<file path="config.mk">
export PLATFORM = sky130hd
export DESIGN_NAME = sio_ppcfg
export DESIGN_NICKNAME = d
export VERILOG_FILES = /design/src/rtl/sio_ppcfg.sv
export SDC_FILE = /design/constraint.sdc
export NUM_CORES = 1
export LEC_CHECK = 0
export CELL_PAD_IN_SITES_DETAIL_PLACEMENT = 1
export CELL_PAD_IN_SITES_GLOBAL_PLACEMENT = 1
export CORE_UTILIZATION = 35
export CTS_CLUSTER_DIAMETER = 200
export DETAILED_ROUTE_END_ITERATION = 12
export GPL_ROUTABILITY_DRIVEN = 0
export PLACE_DENSITY = 0.8
export SETUP_SLACK_MARGIN = 0.15
export SLEW_MARGIN = 25
export SYNTH_ARGS = -nofsm -noshare
export SYNTH_HDL_FRONTEND = slang
export SYNTH_SLANG_ARGS = --single-unit
</file>
<file path="constraint.sdc">
create_clock -name clk -period 2.1 [get_ports clk]
set_input_delay 0.315 -clock clk [delete_from_list [all_inputs] [get_ports clk]]
set_output_delay 0.315 -clock clk [all_outputs]
set_load 0.1 [all_outputs]
</file>
<file path="src/rtl/sio_ppcfg.sv">
module sio_ppcfg #(
  parameter int VARIANT   = 0,
  parameter bit ALT_INDEX = 1'b0,
  parameter int ADDR_W    = 16
) (
  input  logic              clk,
  input  logic              rst_n,
  input  logic [ADDR_W-1:0] io_addr,
  input  logic              io_wr,
  input  logic [7:0]        io_wdata,
  output logic [7:0]        io_rdata,
  output logic [ADDR_W-1:0] port_base,
  output logic              spp_sel,
  output logic [1:0]        ext_mode,
  output logic              epp_v17
);
  localparam logic [ADDR_W-1:0] IDX_ADDR = ALT_INDEX ? ADDR_W'(16'h370) : ADDR_W'(16'h3F0);
  localparam logic [ADDR_W-1:0] DAT_ADDR = IDX_ADDR + ADDR_W'(1);
  localparam bit        FIXED   = (VARIANT != 0);
  localparam logic [7:0] KEY    = FIXED ? 8'h44 : 8'h55;
  localparam logic [7:0] DEV_ID = FIXED ? 8'h66 : 8'h65;
  localparam logic [7:0] EXIT   = 8'hAA;
  localparam logic [7:0] CR1_RST = FIXED ? 8'h02 : 8'h0A;
  localparam logic [7:0] CR4_RST = FIXED ? 8'h03 : 8'h00;

  logic       unlocked, armed;
  logic [7:0] idx, cr1, cr4;

  wire idx_wr = io_wr && (io_addr == IDX_ADDR);
  wire dat_wr = io_wr && (io_addr == DAT_ADDR);
  wire is_key = (io_wdata == KEY);

  always_ff @(posedge clk or negedge rst_n) begin
    if (!rst_n) begin
      unlocked <= 1'b0;
      armed    <= 1'b0;
      idx      <= 8'h00;
      cr1      <= CR1_RST;
      cr4      <= CR4_RST;
    end else begin
      if (io_wr) armed <= idx_wr && !unlocked && is_key && !armed;
      if (idx_wr) begin
        if (!unlocked) begin
          if (is_key && armed) unlocked <= 1'b1;
        end else if (io_wdata == EXIT) begin
          unlocked <= 1'b0;
        end else begin
          idx <= io_wdata;
        end
      end
      if (dat_wr && unlocked) begin
        if (idx == 8'h01) cr1 <= FIXED ? {io_wdata[7:4], 1'b0, io_wdata[2:0]} : io_wdata;
        if (idx == 8'h04) cr4 <= FIXED ? {io_wdata[7:2], 2'b11} : io_wdata;
      end
    end
  end

  always_comb begin
    io_rdata = 8'hFF;
    if (io_addr == DAT_ADDR && unlocked) begin
      case (idx)
        8'h01:   io_rdata = cr1;
        8'h04:   io_rdata = cr4;
        8'h0D:   io_rdata = DEV_ID;
        default: io_rdata = 8'h00;
      endcase
    end
  end

  always_comb begin
    case (cr1[1:0])
      2'd0:    port_base = '0;
      2'd1:    port_base = ADDR_W'(16'h3BC);
      2'd2:    port_base = ADDR_W'(16'h378);
      default: port_base = ADDR_W'(16'h278);
    endcase
  end

  assign spp_sel  = cr1[3];
  assign ext_mode = cr4[1:0];
  assign epp_v17  = cr4[6];

  p_unlock_key_r2: assert property (@(posedge clk) disable iff (!rst_n)
    $rose(unlocked) |-> $past(idx_wr && is_key && armed));
  p_cancel_r3: assert property (@(posedge clk) disable iff (!rst_n)
    (armed && io_wr && !(idx_wr && is_key)) |=> (!unlocked && !armed));
  p_exit_r4: assert property (@(posedge clk) disable iff (!rst_n)
    (unlocked && idx_wr && io_wdata == EXIT) |=> !unlocked);
  p_locked_read_r5: assert property (@(posedge clk) disable iff (!rst_n)
    (!unlocked && io_addr == DAT_ADDR) |-> io_rdata == 8'hFF);
  p_locked_hold_r5: assert property (@(posedge clk) disable iff (!rst_n)
    !unlocked |=> ($stable(cr1) && $stable(cr4)));
  p_fixed_mode_r11: assert property (@(posedge clk) disable iff (!rst_n)
    (FIXED && dat_wr) |=> ($stable(ext_mode) && $stable(spp_sel)));
endmodule

</file>
==> qor.csv, run 1 <==
metric;value;unit
outcome;finished, violations left;
violations;setup timing;
numClockSinks;26;
worst-r2r-setup-slack;0.13;ns
crit_path_max_incr_delay;0.40;ns
routed_wirelength;4830;um
power_density;429;nW/um^2
fmax;0.462;GHz
critPathBufInv;2;
dp_hpwl;3340;um
cp_top_family;simple AND/OR/NAND/NOR gates;
initial_core_util;0.374;
core;4120;um^2
routed-via-count;1292;
final_layout_size_suffix_gt1_frac;0.560;
grt_pass1_wl;7400;um
cap_violations;0;
cts_tree;yes;
pre_cts_slack;-0.296;ns
clk_pin_slew;0.09;ns
num-nets-final;223;
slowest_stage;a221o_2;
worstPathCellList;dlygate4sd2_1, nor4b_4, and2b_1, nand3_1, a221o_2, buf_12;
initialDrtViolationCount;41;
area.sequential;653;um^2
holdWs;0.401;ns
required;1.78;ns
crit_type;in -> out;
clock_path_buffers;2;
numCtsBuffers;3;
drc;0;
cp_max_fo;4;
grt_max_degree;27;
io_buffers;46;
grt_pass1_vias;1393;
p_total;1.08;mW
synth_seq_cells;26;
hold_violations;0;
placementRows;23;
clk_latency;0.28;ns
rsz0062_at_grt;true;
finish.utilization;0.614;
viasPerCell;5.36;
gr-total-overflow;0;
max_slew.worst_pin.slew;0.499;ns
fin_crit;2.16;ns
finalSetupViolations;8;
diodes;0;
syn_area;1540;um^2
antenna_found_initial;0;
multiInputGateArea;892;um^2
ioPinCount;55;
syn-instance-count;119;
slew_headroom;0.662;
post_synth.cell_area_avg;12.9;um^2
filler_cell_count;398;
p_leak;1.20;nW
worstPathArrival;1.85;ns
drt_pass1_iterations;4;
finalClockSkew;0.00425;ns
slew_viol_final;0;
wl_per_cell;20.0;um
die_width;68.3;um
drtAntennaViolNets;0;
cp-start-kind;input pin;
h-tree-depth;1;
hold_path_class;in -> async;
finalCritPeriodShare;1.03;
grt.total_usage;0.223;
ys_types;34;
ir_worst_vdd;0.000342;V
area_growth;64.3;%
setup_slack;-0.0642;ns
cp-end-kind;primary output;
yosys_warnings;0;
die-area;4660;um^2
fp.dieH;68.3;um
root_buffer;clkbuf_8;
ys_seq_area_frac;0.425;
-- cell usage in the layout (no fill, tap or decap), types with 4 or more instances in the layout --
cell / netlist / final
clkdlybuf4s50_1: 0 / 12
buf_4: 14 / 25
mux2_4: 0 / 16
a221o_2: 0 / 8
mux2_2: 22 / 8
buf_12: 0 / 16
clkbuf_2: 0 / 4
dfrtp_1: 24 / 24
conb_1: 1 / 8
buf_6: 0 / 8
dlygate4sd2_1: 0 / 8
-- layer usage --
metal | part of all wire | global-route usage
met2 | 0.56 | 0.418
met4 | 0.019 | 0.0781
met1 | 0.39 | 0.257
met5 | 0 | 0
met3 | 0.037 | 0.0267
-- kinds of logic (layout without fill, tap and decap cells) --
group / count (synthesis) / after routing / synth area share
compound gates: 11 / 11 / 0.0643
fa+ha+maj: 4 / 4 / 0.0325
buf+inv: 18 / 83 / 0.0781
flops: 26 / 26 / 0.425
mux: 24 / 24 / 0.176
other cells: 1 / 8 / 0.00244
simple gates: 35 / 35 / 0.222
-- synthesized netlist by cell type --
| cell type | n | area (um^2) |
|---|---|---|
| a221o_1 | 8 | 80.1 |
| and2b_1 | 1 | 7.51 |
| and3_1 | 1 | 6.26 |
| and4_1 | 1 | 8.76 |
| and4bb_2 | 1 | 12.5 |
| buf_4 | 14 | 105 |
| conb_1 | 1 | 3.75 |
| dfrtp_1 | 24 | 601 |
| dfstp_2 | 2 | 52.6 |
| ha_1 | 4 | 50.1 |
| inv_1 | 4 | 15.0 |
| mux2_1 | 2 | 22.5 |
| mux2_2 | 22 | 248 |
| nand2_1 | 2 | 7.51 |
| nand2b_1 | 1 | 6.26 |
| nand3_1 | 2 | 10.0 |
| nand3b_1 | 2 | 15.0 |
| nand4_1 | 2 | 12.5 |
| nand4_2 | 2 | 25.0 |
| nand4b_1 | 1 | 8.76 |
| nand4b_4 | 1 | 23.8 |
| nor3_2 | 3 | 30.0 |
| nor3_4 | 2 | 32.5 |
| nor3b_1 | 1 | 7.51 |
| nor4_2 | 2 | 25.0 |
| nor4b_1 | 2 | 17.5 |
| nor4b_4 | 1 | 23.8 |
| nor4bb_1 | 3 | 30.0 |
| o21ai_0 | 2 | 10.0 |
| o41ai_1 | 1 | 8.76 |
| or2_2 | 1 | 6.26 |
| or2b_1 | 1 | 7.51 |
| or3_1 | 1 | 6.26 |
| or4bb_1 | 1 | 11.3 |
-- registers in the layout (all words and copies together), names as in the netlist --
| register | cells |
|---|---|
| armed | 1 |
| unlocked | 1 |
| idx | 8 |
| cr1 | 8 |
| cr4 | 8 |
-- power breakdown --
part / switching [mW] / internal [mW] / total (mW) / leakage (nW)
Clock: 0.165 / 0.255 / 0.420 / 0.0357
Combinational: 0.105 / 0.0593 / 0.164 / 0.805
Sequential: 0.00000000252 / 0.500 / 0.500 / 0.356
Total: 0.270 / 0.815 / 1.08 / 1.20
-- repair_timing --
action,4_1_cts,5_1_grt
hold buffers,0,0
endpoints found under the hold margin,0,0
setup endpoints to repair,8,26
setup buffers,6,2
pin swaps,10,10
gates resized for setup,31,19
-- final cells by class --
class                   instances  share of cell area
inverters                       4             0.00743
multi-input cells              82               0.353
repair buffers                 75               0.328
flip-flops and latches         26               0.259
well taps                      50              0.0248
clock inverters                 1              0.0119
clock buffers                   3              0.0163
-- worst paths after layout --
path                            start           to  cells past startpoint
max                        io_addr[1]  io_rdata[4]                      6
min                             rst_n       cr1[6]                      2
max reg2reg                    idx[6]       cr1[5]                      8
min reg2reg                     armed        armed                      2
max in group asynchronous       rst_n       cr1[3]                      2
min in group clk                armed        armed                      2
-- stage by stage --
step           instance area (um^2)  cells  TNS [ns]
4_1_cts                        2480    239    -0.404
5_1_grt                        2530    241     -1.17
3_5_place_dp                   2320    229     -4.37
3_3_place_gp                   2320    229     -2.13
2_1_floorplan                  1600    126         0
6_report                       2530    241    -0.456
Power figures use the tool's default switching activity.
==> run 2: changes to the inputs <==
Settings changed: CTS_CLUSTER_DIAMETER 200 to 80, SLEW_MARGIN 25 to unset.
==> results of run 2 <==
Final layout, timing and power as in run 1 (identical DEF).
==> run 3: changes to the inputs <==
Settings changed: CORE_MARGIN set to 2.
==> run 3 against run 2 <==
Compared with the run above:
- utilization shrank 1.7 points
- the run still ends with setup timing left
- clock-buffer cell count grew 1
- critical endpoint is now io_rdata[6]
- setup slack lost 0.043 ns
- hold slack gained 0.014 ns
==> qor.csv, run 3 (synthesis gave the netlist of run 1 again) <==
metric;value;unit
grt_pass1_wl;7730;um
max_slew.worst_pin.slew;0.547;ns
finalClockSkew;0.00689;ns
cp_max_fo;4;
crit_cells;6;
cap_violations;0;
routed-via-count;1305;
worstPathCellList;dlygate4sd2_1, nor4b_4, and2b_2, nand4_1, a221o_2, buf_12;
core;4290;um^2
dp_hpwl;3440;um
setup_slack;-0.107;ns
required;1.78;ns
placementRows;24;
netSwitchingFraction;0.262;
rsz0062_at_grt;true;
cp_top_family;simple AND/OR/NAND/NOR gates;
die_width;70.3;um
cp-start-kind;input pin;
fmax;0.453;GHz
holdWs;0.415;ns
cp-end-kind;primary output;
io_buffers;46;
slowest_stage;a221o_2;
h-tree-depth;1;
num-nets-final;228;
internal-power;729;uW
final_layout_size_suffix_gt1_frac;0.582;
numCtsBuffers;3;
diodes;0;
ir_worst_vdd;0.000382;V
die-area;4940;um^2
hold_violations;0;
finalNonFillerCells;248;
final_cell_mix;buf_4, dfrtp_1, buf_12;
slew_headroom;0.630;
hold_path_class;in -> async;
clk_latency;0.27;ns
netSwitchingPower;259;uW
r2r_cells;8;
final_common_cell;buf_4;
clk_pin_slew;0.09;ns
p_leak;1.21;nW
ioPinCount;55;
drt_pass1_iterations;4;
reg_top3;cr1: 8 flops, cr4: 8 flops, idx: 8 flops;
wl_per_cell;19.3;um
fin_crit;2.21;ns
dp.cells;234;
viasPerCell;5.26;
violations;setup timing;
pwr-share-seq;0.507;
initial_core_util;0.358;
finalCritPeriodShare;1.05;
area_growth;66.7;%
drc;0;
slew_viol_final;0;
finish.utilization;0.597;
fp.dieH;70.3;um
grt_max_degree;27;
crit_path_max_incr_delay;0.42;ns
finalSetupViolations;8;
grt.total_usage;0.200;
critPathBufInv;2;
initialDrtViolationCount;15;
filler_cell_count;422;
outcome;finished, violations left;
cts_tree;yes;
numClockSinks;26;
routed_wirelength;4780;um
grt_pass1_vias;1463;
drtAntennaViolNets;0;
clock_power_share;0.324;
clock_path_buffers;2;
power_density;385;nW/um^2
setup_tns;-0.642;ns
antenna_found_initial;0;
worstPathArrival;1.89;ns
combPwrFrac;0.170;
crit_type;in -> out;
p_total;988;uW
gr-total-overflow;0;
root_buffer;clkbuf_8;
-- run 3: final timing paths --
path                                to  slack [ns]        from
setup / recovery           io_rdata[6]       -0.11  io_addr[1]
hold reg to reg                  armed        0.51       armed
max in group asynchronous       cr1[3]        1.37       rst_n
hold / removal                  idx[6]        0.42       rst_n
setup reg to reg                cr4[7]        0.12      idx[5]
min in group clk                 armed        0.51       armed
-- run 3: per-layer routing --
layer | wire length, um | share of wire | GRT usage
met4 | 44 | 0.0092 | 0.0513
met3 | 236 | 0.049 | 0.0317
met5 | 0 | 0 | 0
met2 | 2530 | 0.53 | 0.357
met1 | 1970 | 0.41 | 0.249
-- run 3: area by class of cell --
cell class / instances / area, um^2 / share of cell area
multi-input combinational: 82 / 907 / 0.354
timing repair buffer: 80 / 865 / 0.337
sequential: 26 / 653 / 0.255
tap: 52 / 65.1 / 0.0254
clock buffer: 4 / 55.1 / 0.0215
inverter: 4 / 18.8 / 0.00732
-- run 3: power groups by stage --
stage	sequential, mW	clock [mW]	combinational (mW)
after floorplan	0.510	0	0.0846
after global placement	0.510	0	0.163
after detailed placement	0.510	0	0.168
after CTS	0.500	0.326	0.165
after global routing	0.500	0.350	0.176
final	0.500	0.320	0.167
-- run 3: timing repair --
action | 4_1_cts | 5_1_grt
hold buffers | 0 | 0
cloned | 0 | 0
setup buffers | 8 | 2
pin swaps | 13 | 5
endpoints found under the setup margin | 8 | 33
resized for setup | 33 | 18
-- run 3: through the flow --
step / area (um^2) / setup slack, ns
floorplan: 1600 / 0.137
global placement: 2350 / -0.293
detailed placement: 2350 / -0.347
CTS: 2510 / -0.0763
global route: 2560 / -0.212
finish: 2560 / -0.107
-- run 3: worst register-to-register path: cells and delay by family (launching register included) --
| kind | cells | cell delay [ns] |
|---|---|---|
| buffers and inverters | 4 | 0.56 |
| flip-flops | 1 | 0.41 |
| multiplexers | 1 | 0.30 |
| AND/OR/NAND/NOR | 3 | 0.59 |
